--- config.mk ---
export PLATFORM = sky130hd
export DESIGN_NAME = hwloop_ctl
export DESIGN_NICKNAME = d
export VERILOG_FILES = /design/src/rtl/hwloop_pkg.sv /design/src/rtl/hwloop_match.sv /design/src/rtl/hwloop_stack.sv /design/src/rtl/hwloop_ctl.sv
export SDC_FILE = /design/constraint.sdc
export NUM_CORES = 1
export LEC_CHECK = 0
export ABC_AREA = 1
export BUFFER_PORTS_ARGS = -buffer_cell sky130_fd_sc_hd__buf_2
export CAP_MARGIN = 20
export CORE_MARGIN = 2
export CORE_UTILIZATION = 56
export CTS_CLUSTER_DIAMETER = 50
export DETAILED_ROUTE_END_ITERATION = 10
export PLACE_DENSITY = 0.78
export SLEW_MARGIN = 5
export SYNTH_ARGS = -nofsm -noshare
export SYNTH_HDL_FRONTEND = slang
export SYNTH_SLANG_ARGS = --single-unit
--- constraint.sdc ---
create_clock -name clk -period 4.83 [get_ports clk]
set_clock_uncertainty 0.2 [all_clocks]
set_input_delay 0.483 -clock clk [delete_from_list [all_inputs] [get_ports clk]]
set_output_delay 0.483 -clock clk [all_outputs]
set_load 0.01 [all_outputs]
--- src/rtl/hwloop_pkg.sv ---
package hwloop_pkg;

    // Outcome of comparing the fetch address with the top loop entry
    typedef enum logic [1:0] {
        ACT_NONE   = 2'd0,  // no match (or no fetch / empty stack)
        ACT_REPEAT = 2'd1,  // match, counted loop goes round again
        ACT_STAY   = 2'd2,  // match, endless loop goes round again
        ACT_EXIT   = 2'd3   // match on the final pass, fall through
    } hit_act_e;

    function automatic logic act_redirects(hit_act_e a);
        return (a == ACT_REPEAT) || (a == ACT_STAY);
    endfunction

endpackage

--- src/rtl/hwloop_match.sv ---
module hwloop_match
    import hwloop_pkg::*;
#(
    parameter int AW = 16,
    parameter int CW = 16
) (
    input  logic          fetch_valid,
    input  logic [AW-1:0] fetch_addr,
    input  logic          stack_empty,
    input  logic [AW-1:0] top_start,
    input  logic [AW-1:0] top_trig,
    input  logic [CW-1:0] top_cnt,
    input  logic          top_endless,
    output hit_act_e      act,
    output logic          redirect,
    output logic [AW-1:0] redirect_addr
);

    logic hit;

    always_comb begin
        hit = fetch_valid && !stack_empty && (fetch_addr == top_trig);
        act = ACT_NONE;
        if (hit) begin
            if (top_endless)
                act = ACT_STAY;
            else if (top_cnt > CW'(1))
                act = ACT_REPEAT;
            else
                act = ACT_EXIT;
        end
        redirect      = act_redirects(act);
        redirect_addr = redirect ? top_start : '0;
    end

endmodule

--- src/rtl/hwloop_stack.sv ---
module hwloop_stack
    import hwloop_pkg::*;
#(
    parameter int AW       = 16,
    parameter int CW       = 16,
    parameter int DEPTH    = 4,
    parameter int PIPE_LEN = 2,
    parameter int SPW      = $clog2(DEPTH + 1)
) (
    input  logic          clk,
    input  logic          rst_n,
    input  hit_act_e      act_i,
    input  logic          pop_i,
    input  logic          clr_i,
    input  logic          push_i,
    input  logic [AW-1:0] push_start_i,
    input  logic [AW-1:0] push_end_i,
    input  logic [CW-1:0] push_cnt_i,
    input  logic          push_endless_i,
    output logic [AW-1:0] top_start_o,
    output logic [AW-1:0] top_trig_o,
    output logic [CW-1:0] top_cnt_o,
    output logic          top_endless_o,
    output logic          empty_o,
    output logic [SPW-1:0] depth_o,
    output logic          ovf_o,
    output logic          unf_o
);

    localparam int IW = (DEPTH > 1) ? $clog2(DEPTH) : 1;

    typedef struct packed {
        logic [AW-1:0] start;
        logic [AW-1:0] trig;
        logic [CW-1:0] cnt;
        logic          endless;
    } entry_t;

    typedef struct packed {
        entry_t [DEPTH-1:0] stk;
        logic [SPW-1:0]     sp;
        logic               ovf;
        logic               unf;
    } state_t;

    state_t q, d;
    logic [IW-1:0] tix;
    logic [IW-1:0] pix;
    logic          popped;
    entry_t        new_e;
    entry_t        top_e;

    always_comb begin
        d      = q;
        popped = 1'b0;
        tix    = (q.sp == '0) ? '0 : IW'(q.sp - 1'b1);
        top_e  = q.stk[tix];

        new_e.start   = push_start_i;
        new_e.trig    = push_end_i - AW'(PIPE_LEN);
        new_e.cnt     = push_cnt_i;
        new_e.endless = push_endless_i;

        // 1) outcome of this cycle's fetch compare
        if (act_i == ACT_REPEAT)
            d.stk[tix].cnt = top_e.cnt - 1'b1;
        if (act_i == ACT_EXIT) begin
            d.sp   = q.sp - 1'b1;
            popped = 1'b1;
        end

        // 2) explicit pop, unless the top already left
        if (pop_i && !popped) begin
            if (q.sp == '0) begin
                d.unf = 1'b1;
            end else begin
                d.sp   = q.sp - 1'b1;
                popped = 1'b1;
            end
        end

        // 3) clear applies to a top entry that is still present
        if (clr_i && !popped && (q.sp != '0)) begin
            d.stk[tix].cnt     = CW'(1);
            d.stk[tix].endless = 1'b0;
        end

        // 4) push after all pops
        pix = IW'(d.sp);
        if (push_i) begin
            if (d.sp == SPW'(DEPTH)) begin
                d.ovf = 1'b1;
            end else begin
                d.stk[pix] = new_e;
                d.sp       = d.sp + 1'b1;
            end
        end
    end

    always_ff @(posedge clk or negedge rst_n) begin
        if (!rst_n)
            q <= '0;
        else
            q <= d;
    end

    assign top_start_o   = top_e.start;
    assign top_trig_o    = top_e.trig;
    assign top_cnt_o     = top_e.cnt;
    assign top_endless_o = top_e.endless;
    assign empty_o       = (q.sp == '0);
    assign depth_o       = q.sp;
    assign ovf_o         = q.ovf;
    assign unf_o         = q.unf;

endmodule

--- src/rtl/hwloop_ctl.sv ---
module hwloop_ctl
    import hwloop_pkg::*;
#(
    parameter int AW       = 16,
    parameter int CW       = 16,
    parameter int DEPTH    = 4,
    parameter int PIPE_LEN = 2
) (
    input  logic                         clk,
    input  logic                         rst_n,
    input  logic                         fetch_valid,
    input  logic [AW-1:0]                fetch_addr,
    input  logic                         init_valid,
    input  logic [CW-1:0]                init_count,
    input  logic [AW-1:0]                init_end,
    input  logic                         init_endless,
    input  logic                         clear_cnt,
    input  logic                         loop_pop,
    output logic                         redirect,
    output logic [AW-1:0]                redirect_addr,
    output logic [$clog2(DEPTH+1)-1:0]   depth,
    output logic                         overflow_err,
    output logic                         underflow_err
);

    localparam int SPW = $clog2(DEPTH + 1);

    hit_act_e      act_w;
    logic          empty_w;
    logic [AW-1:0] top_start_w;
    logic [AW-1:0] top_trig_w;
    logic [CW-1:0] top_cnt_w;
    logic          top_endless_w;

    hwloop_match #(
        .AW (AW),
        .CW (CW)
    ) u_match (
        .fetch_valid   (fetch_valid),
        .fetch_addr    (fetch_addr),
        .stack_empty   (empty_w),
        .top_start     (top_start_w),
        .top_trig      (top_trig_w),
        .top_cnt       (top_cnt_w),
        .top_endless   (top_endless_w),
        .act           (act_w),
        .redirect      (redirect),
        .redirect_addr (redirect_addr)
    );

    hwloop_stack #(
        .AW       (AW),
        .CW       (CW),
        .DEPTH    (DEPTH),
        .PIPE_LEN (PIPE_LEN),
        .SPW      (SPW)
    ) u_stack (
        .clk            (clk),
        .rst_n          (rst_n),
        .act_i          (act_w),
        .pop_i          (loop_pop),
        .clr_i          (clear_cnt),
        .push_i         (init_valid),
        .push_start_i   (fetch_addr),
        .push_end_i     (init_end),
        .push_cnt_i     (init_count),
        .push_endless_i (init_endless),
        .top_start_o    (top_start_w),
        .top_trig_o     (top_trig_w),
        .top_cnt_o      (top_cnt_w),
        .top_endless_o  (top_endless_w),
        .empty_o        (empty_w),
        .depth_o        (depth),
        .ovf_o          (overflow_err),
        .unf_o          (underflow_err)
    );

endmodule

==> results.rst <==
.. list-table::
   :header-rows: 1

   * - Metric
     - Value
   * - Share of synthesized area occupied by flip-flops and latches
     - 43.1%
   * - Floorplan die width
     - 148 um
   * - Max-cap violations
     - 0
   * - Layout cells sized above 1
     - 12.8%
   * - Final std cells w/o fill
     - 2002
   * - Via count
     - 11.5k
   * - Register-to-Register Setup Slack
     - 220 ps
   * - Fmax achieved
     - 215 MHz
   * - Post-DP HPWL
     - 22000 um
   * - Later-pin clock latency in the skew report
     - 540 ps
   * - Type of the most critical hold path
     - in -> reg
   * - Detailed-router iteration count before antenna repair
     - 8
   * - GP Congestion
     - 0.922
   * - Area growth, synth to finish
     - 15.9%
   * - Summed area of non-filler cells in the final layout
     - 13500 sq um
   * - Fraction of synthesized cell area in xor and xnor cells
     - 1.50%
   * - Total clock sinks
     - 201
   * - Count of nets left with antenna violations after detail routing
     - 0
   * - Count of buffer and inverter cells on the critical path
     - 4
   * - Critical path capture point type
     - primary output
   * - Final period util
     - 96.2%
   * - Power share of the sequential group
     - 24.8%
   * - Hold endpoint
     - u_stack.q[19]
   * - Count of warnings emitted by yosys
     - 0
   * - Switching part of the total power
     - 48.4%
   * - Area fraction of the dominant cell type after synthesis
     - 43.1%
   * - Async set-or-reset flop fraction in the synthesized netlist
     - 100%
   * - Comb power frac
     - 57.6%
   * - Total Wirelength
     - 34800 um
   * - Ratio of routed vias to standard cells
     - 5.73
   * - Pin count of the biggest net entering global routing
     - 106
   * - Fin nets
     - 1786
   * - Pins Over Slew Limit
     - 0
   * - WS Path Type
     - reg -> out
   * - Startpoint class of the critical path
     - register
   * - Count of cell types in the netlist
     - 39
   * - Leakage
     - 6.95 nW
   * - Combined global-route utilization of all metal layers
     - 31.6%
   * - Top Family by Delay on Critical Path
     - adder cells
   * - Number of failing hold endpoints at the final stage
     - 0
   * - Launch instance of the worst register-to-register path
     - u_stack.depth_o[0]
   * - Fraction of the mapped netlist area in simple logic gates
     - 31.6%
   * - Clock Root Buffer
     - sky130_fd_sc_hd__clkbuf_16
   * - Number of cell instances on the worst register-to-register path
     - 29
   * - Post-Synthesis Cells
     - 1655
   * - Drc violations
     - 0
   * - Startpoint of the most critical hold path
     - init_count[13]
   * - Clk pwr share
     - 17.6%
   * - Worst path cell trace
     - inv_4 -> ha_2 -> inv_1 -> nand2_4 -> buf_12 -> nand3_1 -> nand2_4 -> ha_2 -> nand3_2 -> nand2_1 -> nand4_1 -> nand2_1 -> nand4_1 -> ha_1 -> a21oi_1 -> buf_2
   * - Starting utilization of the core area
     - 57.3%
   * - Worst r2r dst
     - u_stack.q[65]
   * - Placement-stage cell area
     - 12300 sq um
   * - Portion of netlist area occupied by mux cells
     - 0%
   * - Floorplan row count
     - 52
   * - Die Area
     - 22000 sq um
   * - Tightest Pin Transition
     - 872 ps
   * - Core footprint
     - 20400 sq um
   * - Via count of the first global-routing pass
     - 10.9k
   * - Worst-path clk slew
     - 60 ps
   * - Pre-CTS WS
     - -153 ps
   * - Initial drt markers
     - 1269
   * - Cell type contributing the most total cell area after synthesis
     - sky130_fd_sc_hd__dfrtp_1
   * - Max FO, Critical Path
     - 25
   * - Adder and majority gate portion of the synthesized area
     - 1.82%
   * - Number of enable-type register cells in the synthesized netlist
     - 0
   * - Setup TNS
     - 0 ps
   * - Total congestion overflow
     - 0
   * - Post-layout util
     - 66.4%
   * - Routed length per instance
     - 17.4 um
   * - Number of antenna violations at the first check in global routing
     - 0
   * - Areal power density over the cells
     - 840 nW/um^2
   * - Time the final worst path needs with I/O delays and setup
     - 4650 ps
   * - Cell area after technology mapping
     - 11700 sq um
   * - CP required
     - 4150 ps
   * - Data arrival time at the worst-slack endpoint
     - 3960 ps
   * - Clock tree from TritonCTS
     - done
   * - Placed Cells
     - 1941
   * - # port buffers
     - 76
   * - Net switching component of the power
     - 5.51 mW
   * - Buffer depth of the longest clock path
     - 3
   * - Post-synthesis average cell area
     - 7.05 sq um
   * - # IOs
     - 77
   * - Synth top area cells
     - sky130_fd_sc_hd__dfrtp_1 43%, sky130_fd_sc_hd__nand2_1 17%, sky130_fd_sc_hd__o21ai_0 7.8%
   * - Tightest slew margin relative to the limit
     - 41.8%
   * - Final worst-path setup slack
     - 182 ps
   * - Result of the run
     - completed
   * - Largest stage delay on the critical path
     - 780 ps
   * - Total Power Consumption
     - 11.4 mW
   * - Count of inserted antenna diode cells
     - 0
   * - Most frequent standard cell in the layout excluding fill and tap cells
     - sky130_fd_sc_hd__nand2_1
   * - Mapped Nets
     - 1727
   * - Final setup viols
     - 0
   * - Highest-delay cell along the critical path
     - sky130_fd_sc_hd__ha_1
   * - Peak ir drop on the vdd network
     - 450 uV
   * - Internal
     - 5.86 mW
   * - Hold-critical path depth
     - 3
   * - Post-synthesis compound-gate area fraction
     - 12.8%
   * - Die boundary height
     - 148 um
   * - Primary FF master, synth
     - sky130_fd_sc_hd__dfrtp_1
   * - Depth of the CTS H-tree
     - 1
   * - First-pass GRT wire length
     - 55700 um
   * - Largest family of logic cells by synthesized area
     - simple AND/OR/NAND/NOR gates
   * - Number of buffers created by CTS
     - 24
   * - Top library cells by usage in the layout, fill and taps aside
     - 536 x sky130_fd_sc_hd__nand2_1, 201 x sky130_fd_sc_hd__dfrtp_1, 178 x sky130_fd_sc_hd__o21ai_0
   * - Flop and latch count out of synthesis
     - 201
   * - Smallest hold slack
     - 1.43 ps
==> synthesized netlist by cell type, types with 2 or more instances <==
cell type	instances
sky130_fd_sc_hd__a21oi_1	49
sky130_fd_sc_hd__a31oi_1	4
sky130_fd_sc_hd__buf_2	41
sky130_fd_sc_hd__buf_4	12
sky130_fd_sc_hd__buf_6	6
sky130_fd_sc_hd__clkbuf_1	27
sky130_fd_sc_hd__dfrtp_1	201
sky130_fd_sc_hd__ha_1	17
sky130_fd_sc_hd__inv_1	148
sky130_fd_sc_hd__inv_2	10
sky130_fd_sc_hd__nand2_1	539
sky130_fd_sc_hd__nand2_2	10
sky130_fd_sc_hd__nand2_4	2
sky130_fd_sc_hd__nand3_1	153
sky130_fd_sc_hd__nand4_1	5
sky130_fd_sc_hd__nor2_1	147
sky130_fd_sc_hd__nor2_2	12
sky130_fd_sc_hd__nor2_4	4
sky130_fd_sc_hd__nor3_1	3
sky130_fd_sc_hd__o211ai_1	11
sky130_fd_sc_hd__o21ai_0	181
sky130_fd_sc_hd__o21ai_1	13
sky130_fd_sc_hd__o221ai_1	2
sky130_fd_sc_hd__o22ai_1	18
sky130_fd_sc_hd__or2_2	8
sky130_fd_sc_hd__xnor2_1	6
sky130_fd_sc_hd__xor2_1	14
==> worst max-delay path by stage <==
stage | startpoint | endpoint | slack, ps | cells past startpoint
after floorplan | u_stack.depth_o[0] | u_stack.q[63] | 50 | 33
after global placement | u_stack.depth_o[0] | u_stack.q[64] | 60 | 27
after detailed placement | u_stack.depth_o[0] | u_stack.q[184] | -150 | 24
after CTS | u_stack.depth_o[1] | u_stack.q[65] | 10 | 29
after global routing | u_stack.depth_o[1] | u_stack.q[151] | -10 | 27
final | u_stack.depth_o[0] | redirect_addr[12] | 180 | 16
==> registers in the layout (all words and copies together), names as in the netlist <==
signal           cells
u_stack.depth_o      3
u_stack.q          196
u_stack.ovf_o        1
u_stack.unf_o        1
==> area by class of cell <==
| type | count | area [sq um] |
|---|---|---|
| Multi-Input combinational cell | 1208 | 5680 |
| Sequential cell | 201 | 5030 |
| Timing Repair Buffer | 120 | 955 |
| Tap cell | 270 | 338 |
| Clock buffer | 34 | 708 |
| Clock inverter | 10 | 185 |
| Fill cell | 1725 | 6840 |
| Inverter | 159 | 629 |
==> repair_timing <==
action                     in CTS  in global routing
hold buffers                    8                  0
resized for setup              12                 35
gates cloned                    1                  1
hold endpoints to repair      113                  0
setup endpoints to repair     135                195
pin swaps                       0                  4
buffers inserted                0                  7
==> worst reg2reg max path, delay by kind of cell (launching register included) <==
family	cells	cell delay, ps
compound gates	3	380
simple gates	15	1670
buf+inv	7	800
fa+ha+maj	4	1040
flops	1	390
==> cell families after synthesis <==
logic type,after synthesis
adder cells (fa/ha/maj),17
XOR/XNOR,20
flip-flops,201
AND/OR/NAND/NOR,888
AO/OA/AOI/OAI,283
buffers and inverters,246
==> layer usage <==
layer | routed length, um | global-route usage (%)
met4 | 803 | 9.62
met3 | 3680 | 6.04
met2 | 15600 | 49.6
met1 | 14800 | 44.9
met5 | 0 | 0
==> power groups by stage <==
stage / Sequential (mW) / Combinational [mW] / Clock [mW]
2_1_floorplan: 2.72 / 4.51 / 0
3_3_place_gp: 2.79 / 5.80 / 0
3_5_place_dp: 2.81 / 5.94 / 0
4_1_cts: 2.80 / 6.16 / 2.00
5_1_grt: 2.89 / 7.25 / 2.08
6_report: 2.82 / 6.55 / 2.00
Power figures use the tool's default switching activity.
